**src/rtl/lac_pkg.sv**
```systemverilog
package lac_pkg;
    typedef logic [1:0] lac_flags_t;
    localparam int FLAG_HI  = 1;
    localparam int FLAG_LO  = 0;
    localparam int MASK_BIT = 7;
    localparam int CODE_W   = 4;
endpackage

```
**src/rtl/lac_conv_timer.sv**
```systemverilog
module lac_conv_timer #(
    parameter int unsigned CLK_HZ   = 1000000,
    parameter int unsigned CONV_CYC = 1000,
    parameter int unsigned MAX_CODE = 8
) (
    input  logic                      clk,
    input  logic                      rst_n,
    input  logic [lac_pkg::CODE_W-1:0] rate_i,
    output logic                      busy_o,
    output logic                      done_o
);
    localparam int unsigned SLOW_CYC = 16 * CLK_HZ;
    localparam int          CNT_W    = $clog2(SLOW_CYC + 1);

    typedef struct packed {
        logic [CNT_W-1:0] tick;
    } tmr_t;

    tmr_t                     s_d, s_q;
    logic [lac_pkg::CODE_W-1:0] eff_code;
    logic [CNT_W-1:0]         shifted;
    logic [CNT_W-1:0]         period;

    always_comb begin
        eff_code = (rate_i > lac_pkg::CODE_W'(MAX_CODE)) ? lac_pkg::CODE_W'(MAX_CODE) : rate_i;
        shifted  = CNT_W'(SLOW_CYC) >> eff_code;
        period   = (shifted < CNT_W'(CONV_CYC + 1)) ? CNT_W'(CONV_CYC + 1) : shifted;
        s_d      = s_q;
        s_d.tick = (s_q.tick >= period - 1'b1) ? '0 : s_q.tick + 1'b1;
        busy_o   = s_q.tick < CNT_W'(CONV_CYC);
        done_o   = s_q.tick == CNT_W'(CONV_CYC - 1);
    end

    always_ff @(posedge clk or negedge rst_n) begin
        if (!rst_n) s_q <= '0;
        else        s_q <= s_d;
    end
endmodule

```
**src/rtl/lac_limit_regs.sv**
```systemverilog
module lac_limit_regs #(
    parameter int          DW        = 12,
    parameter logic [7:0]  ADDR_RATE = 8'h0A,
    parameter logic [7:0]  ADDR_HI   = 8'h0B,
    parameter logic [7:0]  ADDR_LO   = 8'h0C,
    parameter int unsigned HI_DEF    = 2000,
    parameter int unsigned LO_DEF    = 100,
    parameter int unsigned RATE_DEF  = 8
) (
    input  logic                        clk,
    input  logic                        rst_n,
    input  logic                        wr_stb_i,
    input  logic [7:0]                  wr_addr_i,
    input  logic [DW-1:0]               wr_data_i,
    input  logic                        done_i,
    output logic [DW-1:0]               act_hi_o,
    output logic [DW-1:0]               act_lo_o,
    output logic [lac_pkg::CODE_W-1:0]  rate_o
);
    typedef struct packed {
        logic [DW-1:0]              pend_hi;
        logic [DW-1:0]              pend_lo;
        logic [DW-1:0]              act_hi;
        logic [DW-1:0]              act_lo;
        logic [lac_pkg::CODE_W-1:0] rate;
    } lim_t;

    lim_t r_d, r_q;

    always_comb begin
        r_d = r_q;
        // staged values move to the comparator only at a conversion end
        if (done_i) begin
            r_d.act_hi = r_q.pend_hi;
            r_d.act_lo = r_q.pend_lo;
        end
        if (wr_stb_i) begin
            if (wr_addr_i == ADDR_HI)   r_d.pend_hi = wr_data_i;
            if (wr_addr_i == ADDR_LO)   r_d.pend_lo = wr_data_i;
            if (wr_addr_i == ADDR_RATE) r_d.rate    = wr_data_i[lac_pkg::CODE_W-1:0];
        end
        act_hi_o = r_q.act_hi;
        act_lo_o = r_q.act_lo;
        rate_o   = r_q.rate;
    end

    always_ff @(posedge clk or negedge rst_n) begin
        if (!rst_n) begin
            r_q.pend_hi <= DW'(HI_DEF);
            r_q.pend_lo <= DW'(LO_DEF);
            r_q.act_hi  <= DW'(HI_DEF);
            r_q.act_lo  <= DW'(LO_DEF);
            r_q.rate    <= lac_pkg::CODE_W'(RATE_DEF);
        end else begin
            r_q <= r_d;
        end
    end
endmodule

```
**src/rtl/lac_alarm.sv**
```systemverilog
module lac_alarm #(
    parameter int DW = 12
) (
    input  logic                clk,
    input  logic                rst_n,
    input  logic [DW-1:0]       meas_i,
    input  logic [DW-1:0]       act_hi_i,
    input  logic [DW-1:0]       act_lo_i,
    input  logic                done_i,
    input  logic                stat_rd_i,
    input  logic                ara_i,
    input  logic                cfg_wr_i,
    input  logic                cfg_mask_i,
    output lac_pkg::lac_flags_t status_o,
    output logic                mask_o,
    output logic                alert_n_o
);
    import lac_pkg::*;

    typedef struct packed {
        lac_flags_t st;
        lac_flags_t cond;
        logic       mask;
    } alm_t;

    alm_t       a_d, a_q;
    lac_flags_t viol;

    always_comb begin
        viol          = '0;
        viol[FLAG_HI] = meas_i > act_hi_i;
        viol[FLAG_LO] = meas_i < act_lo_i;
        a_d = a_q;
        if (done_i) begin
            // a fresh result outranks a read landing in the same cycle
            a_d.st   = stat_rd_i ? viol : (a_q.st | viol);
            a_d.cond = viol;
        end else if (stat_rd_i && (a_q.cond == '0)) begin
            a_d.st = '0;
        end
        if (ara_i)         a_d.mask = 1'b1;
        else if (cfg_wr_i) a_d.mask = cfg_mask_i;
        status_o  = a_q.st;
        mask_o    = a_q.mask;
        alert_n_o = !((a_q.st != '0) && !a_q.mask);
    end

    always_ff @(posedge clk or negedge rst_n) begin
        if (!rst_n) a_q <= '0;
        else        a_q <= a_d;
    end
endmodule

```
**src/rtl/limit_alert_ctrl.sv**
```systemverilog
module limit_alert_ctrl #(
    parameter int          DW          = 12,
    parameter int unsigned CLK_HZ      = 1000000,
    parameter int unsigned CONV_CYC    = 1000,
    parameter int unsigned MAX_CODE    = 8,
    parameter int unsigned HI_DEF      = 2000,
    parameter int unsigned LO_DEF      = 100,
    parameter int unsigned RATE_DEF    = 8,
    parameter logic [7:0]  ADDR_CFG_WR = 8'h09,
    parameter logic [7:0]  ADDR_RATE   = 8'h0A,
    parameter logic [7:0]  ADDR_HI     = 8'h0B,
    parameter logic [7:0]  ADDR_LO     = 8'h0C
) (
    input  logic          clk,
    input  logic          rst_n,
    input  logic [DW-1:0] meas_i,
    input  logic          wr_stb_i,
    input  logic [7:0]    wr_addr_i,
    input  logic [DW-1:0] wr_data_i,
    input  logic          stat_rd_i,
    input  logic          ara_i,
    output logic          busy_o,
    output logic          alert_n_o,
    output logic          mask_o,
    output logic [1:0]    status_o
);
    logic                       done;
    logic [DW-1:0]              act_hi, act_lo;
    logic [lac_pkg::CODE_W-1:0] rate;
    logic                       cfg_wr;

    assign cfg_wr = wr_stb_i && (wr_addr_i == ADDR_CFG_WR);

    lac_conv_timer #(
        .CLK_HZ(CLK_HZ), .CONV_CYC(CONV_CYC), .MAX_CODE(MAX_CODE)
    ) tmr_i (
        .clk(clk), .rst_n(rst_n), .rate_i(rate), .busy_o(busy_o), .done_o(done)
    );

    lac_limit_regs #(
        .DW(DW), .ADDR_RATE(ADDR_RATE), .ADDR_HI(ADDR_HI), .ADDR_LO(ADDR_LO),
        .HI_DEF(HI_DEF), .LO_DEF(LO_DEF), .RATE_DEF(RATE_DEF)
    ) lim_i (
        .clk(clk), .rst_n(rst_n), .wr_stb_i(wr_stb_i), .wr_addr_i(wr_addr_i),
        .wr_data_i(wr_data_i), .done_i(done), .act_hi_o(act_hi), .act_lo_o(act_lo),
        .rate_o(rate)
    );

    lac_alarm #(.DW(DW)) alm_i (
        .clk(clk), .rst_n(rst_n), .meas_i(meas_i), .act_hi_i(act_hi), .act_lo_i(act_lo),
        .done_i(done), .stat_rd_i(stat_rd_i), .ara_i(ara_i), .cfg_wr_i(cfg_wr),
        .cfg_mask_i(wr_data_i[lac_pkg::MASK_BIT]), .status_o(status_o),
        .mask_o(mask_o), .alert_n_o(alert_n_o)
    );
endmodule

```
**config.mk**
```make
export PLATFORM = sky130hd
export DESIGN_NAME = limit_alert_ctrl
export DESIGN_NICKNAME = d
export VERILOG_FILES = /design/src/rtl/lac_pkg.sv /design/src/rtl/lac_conv_timer.sv /design/src/rtl/lac_limit_regs.sv /design/src/rtl/lac_alarm.sv /design/src/rtl/limit_alert_ctrl.sv
export SDC_FILE = /design/constraint.sdc
export NUM_CORES = 1
export LEC_CHECK = 0
export ABC_CLOCK_PERIOD_IN_PS = 5050
export CORE_MARGIN = 10
export CORE_UTILIZATION = 53
export CTS_CLUSTER_DIAMETER = 100
export CTS_CLUSTER_SIZE = 30
export DETAILED_ROUTE_END_ITERATION = 6
export GPL_TIMING_DRIVEN = 0
export HOLD_SLACK_MARGIN = 0.06
export PLACE_DENSITY = 0.74
export REMOVE_ABC_BUFFERS = 1
export SLEW_MARGIN = 30
export SYNTH_ARGS = -nofsm -noshare
export SYNTH_HDL_FRONTEND = slang
export SYNTH_SLANG_ARGS = --single-unit
```
**constraint.sdc**
```tcl
create_clock -name clk -period 5.05 [get_ports clk]
set_clock_uncertainty 0.2 [all_clocks]
set_input_delay 0.505 -clock clk [delete_from_list [all_inputs] [get_ports clk]]
set_output_delay 0.505 -clock clk [all_outputs]
set_load 0.1 [all_outputs]
```
==> results.txt <==
----------------------------------------------------
[Outcome]
  Result of the run ... complete, no violations

[Synthesis]
  Share of flip-flops with an asynchronous set or reset ... 100%
  Mean cell area of the mapped netlist ... 9.61 um^2
  Area contributors post-synth ... sky130_fd_sc_hd__dfrtp_1, sky130_fd_sc_hd__ha_1, sky130_fd_sc_hd__dfstp_2
  Yosys top cell by area ... sky130_fd_sc_hd__dfrtp_1
  Total standard cell area after synthesis ... 0.00526 mm^2
  Top FF cell, synth ... sky130_fd_sc_hd__dfrtp_1
  YS warnings ... 0
  Most repeated cell in the gate-level netlist after synthesis ... sky130_fd_sc_hd__dfrtp_1
  Commonest cells in the synthesized netlist ... sky130_fd_sc_hd__dfrtp_1, sky130_fd_sc_hd__ha_1, sky130_fd_sc_hd__nand2_1
  Total of flip-flops plus latches after synthesis ... 81
  Cell count after synthesis ... 547
  Number of flops mapped to enable cells by yosys ... 0
  Synth cell types ... 59
  Area share of the leading cell type in the synthesized netlist ... 29.5%
  Post-synthesis sequential area ratio ... 39.0%

[Floorplanning]
  Number of rows in the core area ... 36
  I/O pin cnt ... 42
  Effective utilization at floorplan ... 54.0%
  Total Die Area ... 0.0143 mm^2
  Core region area ... 0.00973 mm^2
  Die boundary height ... 120 um
  Die Width ... 120 um

[Critical path]
  Required time at the endpoint of the critical path ... 5.09 ns
  Kind of critical path ... register to register
  Crit path DAT ... 4.74 ns
  Cell-by-cell trace of the critical path ... clkinv_2, nand2_2, inv_1, ha_1, or4b_1, o211ai_1, and4_4, nand3_1, xor2_1, ha_1, nand4_1, nor4_4, a221oi_1, o211ai_1, buf_2, buf_2, nor3_1
  Worst-path fanout max ... 16
  Dominant delay contributor by cell family on the critical path ... simple AND/OR/NAND/NOR gates
  Startpoint type of the worst setup path ... register
  Cell with the biggest individual delay on the critical path ... sky130_fd_sc_hd__dfstp_4
  Maximum single-stage delay on the critical path ... 0.74 ns
  Category of the worst setup path capture point ... register
  Worst path buffer plus inverter count ... 4

[Placement]
  Placed cell areas ... 0.00578 mm^2
  Setup Slack @ Placement ... -0.606 ns
  Routability cong. ... 0.866
  Detailed-placement wirelength estimate ... 8880 um
  PortBufs ... 41

[Power and ir drop]
  Clock group share of total power ... 35.5%
  Pwr/cell area ... 220 mW/mm^2
  Net Sw Frac ... 29.4%
  Peak supply drop ... 0.000140 V
  Register share of total power ... 49.9%
  P_int ... 0.953 mW
  NetSw ... 0.396 mW
  Static leakage ... 2.66 nW
  Post-layout power ... 1.35 mW
  Combinational power share ... 14.6%

[Cells and area]
  Final core utilization ... 62.9%
  Share of post-route cells with drive strength above 1 ... 16.9%
  Antenna Diode Count ... 0
  Final non-filler cell area ... 0.00612 mm^2
  Growth of design area from synthesis to finish ... 16.5%
  Final nets ... 682

[Run]
  Maxcap violations ... 0

[STA]
  Number of pins with negative max-slew slack in the final report ... 0
  Final hold violation count ... 0
  Fin worst setup slack ... 0.350 ns
  Worst slew margin relative to its limit ... 33.6%
  Clock period minus final worst setup slack ... 4.70 ns
  Setup_tns ... 0 ns
  Transition at the pin with the smallest max-transition slack ... 0.993 ns
  Peak Freq ... 213 MHz
  Number of setup violations in the final report ... 0
  Post-route fraction of the period consumed by the critical path ... 93.1%

[Clocking]
  Clock transition at the register clock pins on the worst setup and hold paths after CTS ... 0.10 ns
  H-Tree Depth ... 3
  Insertion delay to the later sink of the worst-skew pair ... 0.36 ns
  Clock sink count ... 81
  Cell at the root of the clock tree ... sky130_fd_sc_hd__clkbuf_8
  Bufs on Longest Clock Path ... 2
  CTS Buf Count ... 9
  CTS tree ... done

[GRT]
  Total congestion overflow after global routing ... 0
  Pin count of the biggest net entering global routing ... 48
  Via count of the first global-routing pass ... 4236
  GR Util All Layers ... 17.0%
  First-pass GRT wire length ... 20400 um
  Initial antenna violation count ... 0

[Drt]
  DRT antenna net count ... 0
  DRC violations left ... 0
  Via total after detailed routing ... 4228
  Overall routed net length ... 12000 um
  Post-detailed-route via-to-cell ratio ... 5.82
  Routed length per instance ... 16.6 um
  Detailed Routing Iterations Pass 1 ... 5
  DRC marker count from the first detailed-route iteration ... 324

[Min path]
  Min-delay worst type ... register to register

----------------------------------------------------
==> area by class of cell <==
| class | instances | area [um^2] |
|---|---|---|
| fillers | 812 | 3610 |
| multi-input cells | 405 | 3000 |
| flip-flops and latches | 81 | 2050 |
| repair buffers | 56 | 563 |
| well taps | 133 | 166 |
| inverters | 35 | 133 |
| clock buffers | 9 | 124 |
| clock inverters | 7 | 76.3 |
==> worst min-delay path, stage by stage, from the launching register on <==
cell	delay (ns)
sky130_fd_sc_hd__dfstp_2	0.38
sky130_fd_sc_hd__nand2_1	0.04
sky130_fd_sc_hd__o21ai_1	0.05
==> metal layers <==
| layer | up-vias | wire [um] | track usage (%) |
|---|---|---|---|
| met5 | - | 0 | 0 |
| met4 | 0 | 282 | 6.18 |
| met3 | 23 | 616 | 3.75 |
| met2 | 123 | 6130 | 29.6 |
| met1 | 2050 | 5010 | 20.2 |
| li1 | 2032 | - | - |
==> power groups by stage <==
stage	logic, mW	clock network (mW)	registers (mW)
5_1_grt	0.221	0.521	0.675
4_1_cts	0.195	0.496	0.672
3_3_place_gp	0.176	0	0.685
6_report	0.197	0.479	0.673
2_1_floorplan	0.108	0	0.682
3_5_place_dp	0.187	0	0.685
==> kinds of logic after synthesis <==
kind of cell,share of synthesized area (%)
fa+ha+maj,13.6
simple gates,19.8
buf+inv,5.17
compound gates,10.2
mux,7.21
flops,39.0
xor+xnor,5.00
==> stage by stage <==
step	hold WS [ns]	instances
global route	0.302	726
detailed placement	0.257	702
CTS	0.274	723
floorplan	0.00941	520
finish	0.272	726
global placement	0.251	694
==> sequential cells by signal, indices dropped and copies added, names as in the netlist <==
register	flops
lim_i.act_hi_o	12
alm_i.mask_o	1
alm_i.a_q	2
alm_i.status_o	2
lim_i.act_lo_o	12
lim_i.r_q	24
lim_i.rate_o	4
tmr_i.s_q	24
==> what timing repair did <==
action                                  4_1_cts  5_1_grt
endpoints found under the hold margin        42        0
setup buffers                                 3        3
resized for setup                             5        7
endpoints found under the setup margin       24       24
pin swaps                                     1        1
gates cloned                                  1        0
hold buffers                                  1        0
==> layout by cell type, fill, tap and decap left out, types with 3 or more instances in the layout <==
master and count:
sky130_fd_sc_hd__nor4_1 5, sky130_fd_sc_hd__buf_12 3, sky130_fd_sc_hd__and2_1 3, sky130_fd_sc_hd__dfstp_2 18, sky130_fd_sc_hd__and3b_1 3, sky130_fd_sc_hd__nor3_2 3, sky130_fd_sc_hd__buf_4 8, sky130_fd_sc_hd__inv_8 3
sky130_fd_sc_hd__dfrtp_1 62, sky130_fd_sc_hd__inv_1 34, sky130_fd_sc_hd__o211ai_1 6, sky130_fd_sc_hd__or3_1 5, sky130_fd_sc_hd__ha_2 3, sky130_fd_sc_hd__o21ai_1 4, sky130_fd_sc_hd__a31oi_1 3, sky130_fd_sc_hd__mux2_2 29
sky130_fd_sc_hd__ha_1 54, sky130_fd_sc_hd__mux2i_1 3, sky130_fd_sc_hd__clkdlybuf4s50_1 40, sky130_fd_sc_hd__nand2_1 49, sky130_fd_sc_hd__o21ai_0 29, sky130_fd_sc_hd__nand3_1 20, sky130_fd_sc_hd__xnor2_1 20, sky130_fd_sc_hd__nand4_1 17
sky130_fd_sc_hd__a21oi_1 20, sky130_fd_sc_hd__nor2b_1 4, sky130_fd_sc_hd__nor2_1 27, sky130_fd_sc_hd__a211oi_1 4, sky130_fd_sc_hd__nor3_1 34, sky130_fd_sc_hd__clkbuf_8 9, sky130_fd_sc_hd__nand2b_1 6, sky130_fd_sc_hd__xor2_1 10
==> final timing paths <==
kind | start | to | slack, ns | cells past startpoint
setup / recovery | lim_i.rate_o[3]$_DFFE_PN1P_ | tmr_i.s_q[16]$_DFF_PN0_ | 0.35 | 17
hold / removal | lim_i.r_q[34]$_DFFE_PN1P_ | lim_i.act_lo_o[6]$_DFFE_PN1P_ | 0.27 | 2
setup reg to reg | lim_i.rate_o[3]$_DFFE_PN1P_ | tmr_i.s_q[16]$_DFF_PN0_ | 0.35 | 17
hold reg to reg | lim_i.r_q[34]$_DFFE_PN1P_ | lim_i.act_lo_o[6]$_DFFE_PN1P_ | 0.27 | 2
max in group asynchronous | rst_n | lim_i.r_q[48]$_DFFE_PN1P_ | 3.49 | 3
min in group asynchronous | rst_n | tmr_i.s_q[2]$_DFF_PN0_ | 0.48 | 2
(Power assumes the default switching activity.)
